**src/rtl/phy_err_stats_pkg.sv**
```systemverilog
package phy_err_stats_pkg;

   localparam int IDX_FALSE_CARR = 0;
   localparam int IDX_RX_ERR     = 1;
   localparam int NUM_STATS      = 2;

   typedef enum logic [1:0] {
      CNT_HOLD,
      CNT_LOAD,
      CNT_CLEAR,
      CNT_STEP
   } cnt_op_e;

   function automatic cnt_op_e pick_op(input logic wr_en,
                                       input logic rd_clr,
                                       input logic inc);
      if (wr_en)       return CNT_LOAD;
      else if (rd_clr) return CNT_CLEAR;
      else if (inc)    return CNT_STEP;
      else             return CNT_HOLD;
   endfunction

endpackage

```
**src/rtl/pes_counter.sv**
```systemverilog
module pes_counter
   import phy_err_stats_pkg::*;
#(
   parameter int CNT_W    = 8,
   parameter bit SATURATE = 1'b1
) (
   input  logic             clk,
   input  logic             rst_n,
   input  logic             inc,
   input  logic             rd_clr,
   input  logic             wr_en,
   input  logic [CNT_W-1:0] wr_val,
   output logic [CNT_W-1:0] cnt
);

   localparam logic [CNT_W-1:0] CNT_MAX = {CNT_W{1'b1}};
   localparam logic [CNT_W-1:0] CNT_ONE = CNT_W'(1);

   generate
      if (CNT_W < 1) begin : g_bad_w
         $error("pes_counter: CNT_W must be at least 1");
      end
   endgenerate

   cnt_op_e          op;
   logic [CNT_W-1:0] step_val;

   assign op = pick_op(wr_en, rd_clr, inc);

   generate
      if (SATURATE) begin : g_sat
         assign step_val = (cnt == CNT_MAX) ? CNT_MAX : cnt + CNT_ONE;
      end else begin : g_wrap
         assign step_val = cnt + CNT_ONE;
      end
   endgenerate

   always_ff @(posedge clk or negedge rst_n) begin
      if (!rst_n) begin
         cnt <= '0;
      end else begin
         unique case (op)
            CNT_LOAD:  cnt <= wr_val;
            CNT_CLEAR: cnt <= inc ? CNT_ONE : '0;
            CNT_STEP:  cnt <= step_val;
            default:   cnt <= cnt;
         endcase
      end
   end

   generate
      if (SATURATE) begin : g_sat_chk
         a_r3_sat_hold: assert property (@(posedge clk) disable iff (!rst_n)
            (cnt == CNT_MAX && !wr_en && !rd_clr) |=> (cnt == CNT_MAX));
      end
   endgenerate

   a_r2_step_one: assert property (@(posedge clk) disable iff (!rst_n)
      (inc && !wr_en && !rd_clr && cnt != CNT_MAX) |=> (cnt == $past(cnt) + CNT_ONE));

   a_r8_clear_keeps_event: assert property (@(posedge clk) disable iff (!rst_n)
      (rd_clr && !wr_en) |=> (cnt == ($past(inc) ? CNT_ONE : '0)));

   a_r9_write_wins: assert property (@(posedge clk) disable iff (!rst_n)
      wr_en |=> (cnt == $past(wr_val)));

endmodule

```
**src/rtl/pes_rxerr_qual.sv**
```systemverilog
module pes_rxerr_qual #(
   parameter bit COL_LATCH = 1'b1
) (
   input  logic clk,
   input  logic rst_n,
   input  logic carrier_on,
   input  logic bad_sym,
   input  logic collision,
   output logic qual
);

   logic counted_q;
   logic col_seen;

   generate
      if (COL_LATCH) begin : g_col_latch
         logic col_q;
         always_ff @(posedge clk or negedge rst_n) begin
            if (!rst_n)          col_q <= 1'b0;
            else if (!carrier_on) col_q <= 1'b0;
            else if (collision)  col_q <= 1'b1;
         end
         assign col_seen = col_q | collision;
      end else begin : g_col_live
         assign col_seen = collision;
      end
   endgenerate

   assign qual = carrier_on & bad_sym & ~counted_q & ~col_seen;

   always_ff @(posedge clk or negedge rst_n) begin
      if (!rst_n)           counted_q <= 1'b0;
      else if (!carrier_on) counted_q <= 1'b0;
      else if (qual)        counted_q <= 1'b1;
   end

   a_r5_needs_carrier: assert property (@(posedge clk) disable iff (!rst_n)
      qual |-> (carrier_on && bad_sym));

   a_r6_once_per_event: assert property (@(posedge clk) disable iff (!rst_n)
      qual |=> !qual);

   a_r7_collision_blocks: assert property (@(posedge clk) disable iff (!rst_n)
      collision |-> !qual);

endmodule

```
**src/rtl/pes_regif.sv**
```systemverilog
module pes_regif #(
   parameter int ADDR_W   = 4,
   parameter int REG_W    = 16,
   parameter int CNT_W    = 8,
   parameter int NUM_CNT  = 2,
   parameter int BASE_OFS = 0
) (
   input  logic                     clk,
   input  logic                     rst_n,
   input  logic                     bus_sel,
   input  logic                     bus_wr,
   input  logic [ADDR_W-1:0]        bus_addr,
   input  logic [REG_W-1:0]         bus_wdata,
   input  logic [NUM_CNT*CNT_W-1:0] cnt_flat,
   output logic [NUM_CNT-1:0]       rd_clr,
   output logic [NUM_CNT-1:0]       wr_en,
   output logic [CNT_W-1:0]         wr_val,
   output logic [REG_W-1:0]         bus_rdata
);

   localparam int PAD_W = REG_W - CNT_W;

   generate
      if (CNT_W > REG_W) begin : g_bad_w
         $error("pes_regif: CNT_W exceeds REG_W");
      end
      if (BASE_OFS + NUM_CNT > (1 << ADDR_W)) begin : g_bad_map
         $error("pes_regif: counters do not fit the address window");
      end
   endgenerate

   logic [NUM_CNT-1:0] hit;
   logic               rd_req;
   logic [REG_W-1:0]   rd_mux;

   assign rd_req = bus_sel & ~bus_wr;
   assign wr_val = bus_wdata[CNT_W-1:0];

   generate
      for (genvar i = 0; i < NUM_CNT; i++) begin : g_dec
         assign hit[i]    = bus_sel && (bus_addr == ADDR_W'(BASE_OFS + i));
         assign rd_clr[i] = hit[i] & ~bus_wr;
         assign wr_en[i]  = hit[i] & bus_wr;
      end
      if (PAD_W > 0) begin : g_pad
         logic unused_wdata_hi;
         assign unused_wdata_hi = ^bus_wdata[REG_W-1:CNT_W];
      end
   endgenerate

   always_comb begin
      rd_mux = '0;
      for (int i = 0; i < NUM_CNT; i++) begin
         if (hit[i]) rd_mux = REG_W'(cnt_flat[i*CNT_W +: CNT_W]);
      end
   end

   always_ff @(posedge clk or negedge rst_n) begin
      if (!rst_n)      bus_rdata <= '0;
      else if (rd_req) bus_rdata <= rd_mux;
      else             bus_rdata <= '0;
   end

   a_r10_idle_zero: assert property (@(posedge clk) disable iff (!rst_n)
      !rd_req |=> (bus_rdata == '0));

   a_r4_read_value: assert property (@(posedge clk) disable iff (!rst_n)
      rd_req |=> (bus_rdata == $past(rd_mux)));

   generate
      if (PAD_W > 0) begin : g_pad_chk
         always_comb begin
            if (rst_n) begin
               a_r4_upper_zero: assert (bus_rdata[REG_W-1:CNT_W] == '0);
            end
         end
      end
   endgenerate

endmodule

```
**src/rtl/phy_err_stats.sv**
```systemverilog
module phy_err_stats
   import phy_err_stats_pkg::*;
#(
   parameter int ADDR_W    = 4,
   parameter int REG_W     = 16,
   parameter int CNT_W     = 8,
   parameter int BASE_OFS  = 0,
   parameter bit SATURATE  = 1'b1,
   parameter bit COL_LATCH = 1'b1
) (
   input  logic              clk,
   input  logic              rst_n,
   input  logic              carrier_on,
   input  logic              bad_sym,
   input  logic              false_carr,
   input  logic              collision,
   input  logic              bus_sel,
   input  logic              bus_wr,
   input  logic [ADDR_W-1:0] bus_addr,
   input  logic [REG_W-1:0]  bus_wdata,
   output logic [REG_W-1:0]  bus_rdata
);

   localparam int NC = NUM_STATS;

   logic [NC-1:0]       inc;
   logic [NC-1:0]       rd_clr;
   logic [NC-1:0]       wr_en;
   logic [CNT_W-1:0]    wr_val;
   logic [NC*CNT_W-1:0] cnt_flat;
   logic                rx_qual;

   pes_rxerr_qual #(.COL_LATCH(COL_LATCH)) u_qual (
      .clk        (clk),
      .rst_n      (rst_n),
      .carrier_on (carrier_on),
      .bad_sym    (bad_sym),
      .collision  (collision),
      .qual       (rx_qual)
   );

   assign inc[IDX_FALSE_CARR] = false_carr;
   assign inc[IDX_RX_ERR]     = rx_qual;

   generate
      for (genvar i = 0; i < NC; i++) begin : g_cnt
         pes_counter #(.CNT_W(CNT_W), .SATURATE(SATURATE)) u_cnt (
            .clk    (clk),
            .rst_n  (rst_n),
            .inc    (inc[i]),
            .rd_clr (rd_clr[i]),
            .wr_en  (wr_en[i]),
            .wr_val (wr_val),
            .cnt    (cnt_flat[i*CNT_W +: CNT_W])
         );
      end
   endgenerate

   pes_regif #(
      .ADDR_W   (ADDR_W),
      .REG_W    (REG_W),
      .CNT_W    (CNT_W),
      .NUM_CNT  (NC),
      .BASE_OFS (BASE_OFS)
   ) u_regif (
      .clk       (clk),
      .rst_n     (rst_n),
      .bus_sel   (bus_sel),
      .bus_wr    (bus_wr),
      .bus_addr  (bus_addr),
      .bus_wdata (bus_wdata),
      .cnt_flat  (cnt_flat),
      .rd_clr    (rd_clr),
      .wr_en     (wr_en),
      .wr_val    (wr_val),
      .bus_rdata (bus_rdata)
   );

   a_r1_reset_quiet: assert property (@(posedge clk) disable iff (!rst_n)
      $rose(rst_n) |-> (bus_rdata == '0));

endmodule

```
**config.mk**
```make
export PLATFORM = sky130hd
export DESIGN_NAME = phy_err_stats
export DESIGN_NICKNAME = d
export VERILOG_FILES = /design/src/rtl/phy_err_stats_pkg.sv /design/src/rtl/pes_counter.sv /design/src/rtl/pes_rxerr_qual.sv /design/src/rtl/pes_regif.sv /design/src/rtl/phy_err_stats.sv
export SDC_FILE = /design/constraint.sdc
export NUM_CORES = 1
export LEC_CHECK = 0
export CORE_MARGIN = 1
export CORE_UTILIZATION = 47
export CTS_CLUSTER_DIAMETER = 150
export DETAILED_ROUTE_END_ITERATION = 7
export PLACE_DENSITY = 0.75
export SYNTH_ARGS = -nofsm -noshare
export SYNTH_HDL_FRONTEND = slang
export SYNTH_SLANG_ARGS = --single-unit
```
**constraint.sdc**
```tcl
create_clock -name clk -period 1.7 [get_ports clk]
set_input_delay 0.34 -clock clk [delete_from_list [all_inputs] [get_ports clk]]
set_output_delay 0.34 -clock clk [all_outputs]
set_load 0.005 [all_outputs]
```
* After elaboration in Yosys (flattened, before gate mapping) *
Cells that the tools add are included.

word-level totals
  register bits after elaboration = 34
  memories = 0
  input port bits = 28
  output and inout bits = 16
  memory bits (writable) = 0
  logic and storage cells = 54
  memory bits (read-only) = 0
  bits in latches = 0

cells by class
  muxes and demuxes = 19
  reductions and logical operators = 5
  magnitude comparators = 0
  add/sub/neg operators = 2
  $mul = 0
  divide/modulo/power cells = 0
  eq/ne operators = 11
  shift-type cells = 0
  bitwise operators = 12

operators by type and width
  operator               number
  $pmux W8 S3            2
  $mux W16               2
  $mux W8                3
  $add A8 B1 Y8 const B  2
  $eq A8 B8 Y1 const B   2
  $mux W2                6
  $and A1 B1 Y1          8
  $eq A2 B2 Y1 const B   4
  $mux W1                6
  $reduce_bool A3 Y1     2
  $eq A2 B1 Y1 const B   2
  $eq A4 B1 Y1 const B   1
  $logic_not A4 Y1       1
  $ne A2 B1 Y1 const B   2
  $not A1 Y1             3
  $logic_and A1 B1 Y1    2
  $or A1 B1 Y1           1

* Longest topological paths before layout *
Gate-level depths: netlist of run 1.

  depth after elaboration = 8
  depth in mapped cells = 5
  gate-level depth less buffers = 5

* Hierarchy *
A second synthesis of run 1 with hierarchy kept.

second synthesis, totals
  cell total of the unflattened synthesis = 167
  area, all modules = 1,609.0 um^2

modules (own cells, without submodules)
  module          area an instance (um^2)  sequential area each (um^2)  instances  cells an instance
  pes_counter     491.7                    200.2                        2          54
  pes_regif       535.5                    200.2                        1          51
  pes_rxerr_qual  90.1                     50.0                         1          8

* Worst setup path before layout of run 1 *
No wires, ideal clock.

  path type = input to register
  from = input port bus_addr[3]
  to = register g_cnt[0].u_cnt.cnt[0]
  arrival time = 1,532 ps
  required time = 1,614 ps
  stages = 5
  library setup time = 86 ps
  slack = 82 ps
  path buffers = 1
  cells stage by stage = or3b_4 -> or3_1 -> buf_6 -> o22a_1 -> o221ai_2

between the ends
  word-level cells in the longest chain between the ends = 7
  elaborated cells on any way between the ends = 11
  those cells by class = eq/ne: 3; mux: 3; bitwise: 2; reduce/logical: 3

RTL lines
  item                                               RTL line                 source
  start: declaration                                 phy_err_stats.sv:19      input logic [ADDR_W-1:0] bus_addr,
  $logic_not A4 Y1 (*)                               pes_regif.sv:41          assign hit[i] = bus_sel && (bus_addr == ADDR_W'(BASE_OFS + i));
  $logic_and A1 B1 Y1 (*)                            pes_regif.sv:41
  $and A1 B1 Y1                                      pes_regif.sv:42          assign rd_clr[i] = hit[i] & ~bus_wr;
  $mux W2                                            phy_err_stats_pkg.sv:18  else if (rd_clr) return CNT_CLEAR;
  $mux W2 (*)                                        phy_err_stats_pkg.sv:17  if (wr_en) return CNT_LOAD;
  $eq A2 B2 Y1 or $eq A2 B1 Y1 (tied branches)       pes_counter.sv:42        unique case (op)
  $pmux W8 S3 or $reduce_bool A3 Y1 (tied branches)  n/a
  end signal: assignment                             pes_counter.sv:43        CNT_LOAD: cnt <= wr_val;
  end signal: assignment                             pes_counter.sv:44        CNT_CLEAR: cnt <= inc ? CNT_ONE : '0;
  end signal: assignment                             pes_counter.sv:45        CNT_STEP: cnt <= step_val;
  end: declaration                                   pes_counter.sv:13        output logic [CNT_W-1:0] cnt

Mark *: on every way between the ends. The rest lies on a longest branch, timed or not.
A chain may end at the register's enable or synchronous reset.

* Final worst setup path of run 1 *
  from = input port bus_addr[2]
  to = register g_cnt[0].u_cnt.cnt[4]

Same word-level chain as after synthesis.

==> results of run 1 <==
[registers in the layout, indices dropped and copies added, names as in the netlist]
name                      count
u_qual.counted_q              1
u_regif.bus_rdata             8
u_qual.g_col_latch.col_q      1
g_cnt.u_cnt.cnt              16
[metrics by stage]
step                total power [uW]  setup TNS, ns  instance area [sq um]  worst slack, ns
finish                          1961              0                   2024          0.08041
global route                    2091              0                   2024         0.009663
CTS                             1956              0                   2024           0.1044
detailed placement              1610         -7.509                   1951          -0.4322
global placement                1573         -6.847                   1951          -0.3925
floorplan                       1347              0                   1549          0.08224
[placed cells by master (no fill, tap or decap), types with 7 or more instances in the layout]
master and count:
nand3_1 11, buf_4 26, clkdlybuf4s50_1 24, nand4_1 7, o21ai_0 7, conb_1 8, o22ai_1 12, nor2_1 15
nand2_1 18, dfrtp_1 26
[logic make-up (layout without fill, tap and decap cells)]
| group | count (synthesis) | in the layout | share of synthesized area |
|---|---|---|---|
| DFF | 26 | 26 | 0.4273 |
| muxes | 4 | 4 | 0.02630 |
| and+or+nand+nor | 74 | 74 | 0.2662 |
| buffers and inverters | 20 | 60 | 0.07560 |
| AOI/OAI and AO/OA | 41 | 41 | 0.1857 |
| other | 1 | 8 | 0.002463 |
| adders and majority gates | 2 | 2 | 0.01643 |
[layer usage]
| metal | GRT usage | vias up | share of wire |
|---|---|---|---|
| met4 | 0.03741 | 0 | 0.010 |
| met1 | 0.3183 | 710 | 0.41 |
| met3 | 0.04835 | 10 | 0.075 |
| li1 | - | 706 | - |
| met2 | 0.4367 | 76 | 0.50 |
| met5 | 0 | - | 0 |
[layout make-up]
| cell class | count | share of cell area |
|---|---|---|
| clock buffers | 4 | 0.01792 |
| well taps | 44 | 0.02719 |
| inverters | 3 | 0.005562 |
| flip-flops and latches | 26 | 0.3214 |
| repair buffers | 53 | 0.2281 |
| multi-input cells | 129 | 0.3999 |
[worst max-delay path: cells and delay by family]
family | cells | cell delay, ns
buf+inv | 1 | 0.25
simple gates | 3 | 1.11
compound gates | 1 | 0.13
[worst paths after layout]
kind | startpoint | end | slack [ns] | depth (start not counted)
min reg2reg | u_qual.counted_q | u_qual.counted_q | 0.50 | 2
min in group clk | u_qual.counted_q | u_qual.counted_q | 0.50 | 2
max | bus_addr[2] | g_cnt[0].u_cnt.cnt[4] | 0.08 | 5
max in group asynchronous | rst_n | g_cnt[1].u_cnt.cnt[2] | 1.08 | 2
max reg2reg | g_cnt[1].u_cnt.cnt[3] | g_cnt[1].u_cnt.cnt[2] | 0.11 | 4
min | rst_n | g_cnt[0].u_cnt.cnt[2] | 0.37 | 2
[power groups by stage]
stage               Sequential, uW  Combinational [uW]  Clock [uW]
global placement               971                 602           0
CTS                            966                 663         327
floorplan                      898                 449           0
detailed placement             977                 633           0
global route                  1000                 735         356
finish                         967                 669         325
[repair_timing]
item | 4_1_cts | 5_1_grt
endpoints found under the setup margin | 8 | 0
endpoints found under the hold margin | 0 | 0
setup buffers | 2 | 0
gates resized for setup | 7 | 0
==> out/results.ini, run 1 <==
[grt]
antenna_found_initial=0
grt_pass1_wl_um=6417
grt_pass1_vias=1406
grt_start_max_net_pins=27
groute.usage.overall=0.2470
grt-ovfl-total=0

[final_layout]
utilization=0.6631
fin_nets=246
area_growth_pct=32.95
antenna_cells=0
multi_input_area_sq_um=809.5
instances_no_fill=259
fill_cells=271
ff_latch_area_sq_um=650.6
layout-drive-gt1-share=0.1814

[yosys]
synth.area.top_cells=dfrtp_1 (43%), o22ai_1 (5.3%), nand2_1 (4.4%), buf_4 (3.9%), nor2_1 (3.7%)
ys_warn_count=0
ys_types=43
yosysTopAreaCellShare=0.4273
syn-cell-area_sq_mm=0.001523
syn-instance-count=168
synth-seq-cells=26
yosys.area.top_type=dfrtp_1
ys_seq_area_frac=0.4273
syn_area_per_cell_sq_um=9.064
synth_flop_cell=dfrtp_1
synth_edf_count=0
yosysMostFrequentCell=dfrtp_1
synth-async-reset-ratio=1.000
synthTopCellsByCount=dfrtp_1 (26), nand2_1 (18), nor2_1 (15), o22ai_1 (13), nand3_1 (11)

[clocking]
cts_buffer_depth=2
cts_tree=built
clk_pin_slew_worst_paths_ns=0.15
insertion_delay_ns=0.33
cts_hold_buf=0
htreeDepth=1
cts-root-buf=clkbuf_4
numCtsBuffers=3
clock_sinks=26

[critical_path]
crit_required_ns=1.92
end_kind=flip-flop
cp-start-kind=input pin
slowest_stage=or3_4
crit_type=input pin to flip-flop
cp_max_fo=8
path_cells=dlygate4sd2_1, or3b_4, or3_4, nor2_4, o32ai_2
arrival_ns=1.84
slowest_delay_ns=0.43

[power]
p_switching_uw=714.3
p_comb_frac=0.341
seqPwrFrac=0.493
p_sw_frac=0.3643
power_density_mw_per_mm2=968.5
intPower_uw=1246
p_clk_frac=0.166
p_leak_uw=0.0008802
ir_drop_uv=825.9

[timing]
drv_slew=0
finalHoldViolCount=0
final-setup-viol-count=0
rsz0062_at_grt=false
fmax_mhz=617.4
min_period_ns=1.620
whs_ns=0.3676
finalCritPeriodShare=0.9527
finalClockSkew_ns=0.006017

[routing]
drcViolationCount=0
drt-pass1-iter-count=6
routed_wirelength_um=3871
wire_per_inst_um=14.95
viasPerCell=5.799
postRouteAntennaNets=0
vias=1502
drt_iter0_drc=64

[place]
portBuffers=27
dpl.hpwl_um=2862
dp_cells=253
gp_congestion=0.8848

[run]
maxCapViolCount=0

[floorplanning]
dieArea_sq_mm=0.003472
die_w_um=58.92
initial_core_util=0.4988
die_h_um=58.92
io_pins=44
core-area_sq_mm=0.003053
rows=20

[outcome]
status=finished, final reports clean

[hold_path]
hp-class=input pin to asynchronous set/reset pin

No activity file was read; power rests on OpenSTA's default activity.
==> run 2, diff against run 1 <==
ABC_CLOCK_PERIOD_IN_PS = 1810   (was unset)
SKIP_LAST_GASP = 1   (was unset)
clock period = 1.81 ns   (was 1.7 ns; I/O delays follow)
==> run 2 against run 1 <==
Clock power up 25%. Via count down 3.6%. Hold slack better by 0.013 ns. Critical path type unchanged. Critical endpoint is now g_cnt[0].u_cnt.cnt[3]. Highest routed layer unchanged.
==> out/results.ini, run 2 (synthesis gave the netlist of run 1 again) <==
[clocking]
cts_hold_buf=0
cts-root-buf=clkbuf_4
cts_tree=built
clk_pin_slew_worst_paths_ns=0.14
numCtsBuffers=3
clock_sinks=26
htreeDepth=1
insertion_delay_ns=0.33
cts_buffer_depth=2

[routing]
wire_per_inst_um=14.96
routed_wirelength_um=3770
postRouteAntennaNets=0
drt-pass1-iter-count=4
drt_iter0_drc=71
vias=1448
viasPerCell=5.746
drcViolationCount=0

[critical_path]
slowest_stage=clkdlybuf4s50_1
cp-start-kind=input pin
crit_required_ns=2.03
worst-path-buf-inv=1
path_cells=clkdlybuf4s50_1, or3b_4, or3_4, nor2_4, o32ai_1
slowest_delay_ns=0.46
arrival_ns=1.97
critPathTopFamily=simple AND/OR/NAND/NOR gates
end_kind=flip-flop
crit_type=input pin to flip-flop
cp_max_fo=8

[floorplanning]
initial_core_util=0.4988
core-area_sq_mm=0.003053
rows=20
dieArea_sq_mm=0.003472
die_w_um=58.92
die_h_um=58.92
io_pins=44

[run]
maxCapViolCount=0

[timing]
tns_ns=0
fmax_mhz=570.5
min_period_ns=1.753
final-setup-viol-count=0
drv_slew=0
finalHoldViolCount=0
finalClockSkew_ns=0.003649
finalCritPeriodShare=0.9685
rsz0062_at_grt=true

[grt]
grt_pass1_wl_um=6444
grt-ovfl-total=0
grt_pass1_vias=1392
antenna_found_initial=0
grt_start_max_net_pins=27
groute.usage.overall=0.2527

[final_layout]
mostFrequentLayoutCell=clkdlybuf4s50_1
largest_register_ffs=16
regMostFlops=g_cnt.u_cnt.cnt
layout-drive-gt1-share=0.1490
antenna_cells=0
fin_nets=239
largestRegisters=g_cnt.u_cnt.cnt (16), u_regif.bus_rdata (8)
layout_common_cells=clkdlybuf4s50_1 (27), dfrtp_1 (26), nand2_1 (18), buf_4 (18), nor2_1 (15)
fill_cells=287
area_growth_pct=30.90

[hold_path]
hp-class=input pin to asynchronous set/reset pin

[power]
p_clk_frac=0.214
p_leak_uw=0.0008497
intPower_uw=1230
p_switching_uw=662.7
p_sw_frac=0.3501
p_comb_frac=0.290
power_density_mw_per_mm2=949.7
seqPwrFrac=0.496
ir_drop_uv=550.8
finalPower_uw=1893

[outcome]
status=finished, final reports clean

[place]
gp_congestion=0.9651
portBuffers=27
dpl.hpwl_um=2899

## run 2: changes by cell type in the layout (fill, tap and decap cells not counted)
cell,before,now
buf_12,0,1
o21ai_0,7,6
clkbuf_8,1,0
dlygate4sd2_1,3,0
bufinv_16,0,1
o21ai_2,0,1
o32ai_1,1,3
o32ai_2,2,0
clkdlybuf4s50_1,24,27
buf_4,26,18
## run 2: metrics by stage
stage	cells	hold slack (ns)	utilization	area, sq um	setup WS, ns
2_1_floorplan	175	0.06641	-	1549	0.1702
3_3_place_gp	248	0.4556	0.6307	1926	-0.3020
3_5_place_dp	248	0.4638	0.6307	1926	-0.3470
4_1_cts	252	0.3934	0.6480	1978	0.01269
5_1_grt	252	0.4219	0.6529	1993	-0.003544
6_report	252	0.3806	0.6529	1993	0.05700
## run 2: worst reg2reg max path, cell delays in order, from the launching register on
cell     delay, ns
dfrtp_1       0.49
ha_1          0.28
nand4_1       0.23
nor4b_1       0.38
o32ai_1       0.14
## run 2: cell type report
type,count,area (sq um),share of cell area
timing repair buffer,46,425.4,0.2134
clock buffer,3,22.52,0.01130
inverter,3,11.26,0.005650
sequential,26,650.6,0.3264
multi-input combinational,129,798.3,0.4005
tap,44,55.05,0.02762
clock inverter,1,30.03,0.01507
## run 2: timing repair
item / 4_1_cts / 5_1_grt
resized for setup: 0 / 4
setup buffers: 0 / 0
endpoints found under the setup margin: 0 / 8
## run 2: final timing paths
kind                                        from                       end  slack (ns)  cells past startpoint
hold / removal                             rst_n      u_regif.bus_rdata[7]        0.38                      2
setup / recovery                         bus_sel     g_cnt[0].u_cnt.cnt[3]        0.06                      5
hold reg to reg                 u_qual.counted_q          u_qual.counted_q        0.50                      2
max in group asynchronous                  rst_n  u_qual.g_col_latch.col_q        1.17                      2
min in group clk                u_qual.counted_q          u_qual.counted_q        0.50                      2
setup reg to reg           g_cnt[0].u_cnt.cnt[0]     g_cnt[0].u_cnt.cnt[6]        0.18                      4
## run 2: power groups by stage
stage                     logic [uW]  clock network (uW)  registers (uW)
after floorplan                  422                   0             843
after global placement           501                   0             933
after detailed placement         530                   0             946
after CTS                        534                 414             934
after global routing             617                 430             963
final                            548                 406             939
## run 2: metal layers
layer  share of wire  track usage  up-vias  wire [um]
met4           0.018       0.1020        0         69
li1                -            -      693          -
met3           0.064      0.04396        6        240
met2            0.50       0.4302       59       1870
met5               0            0        -          0
met1            0.42       0.3177      690       1590
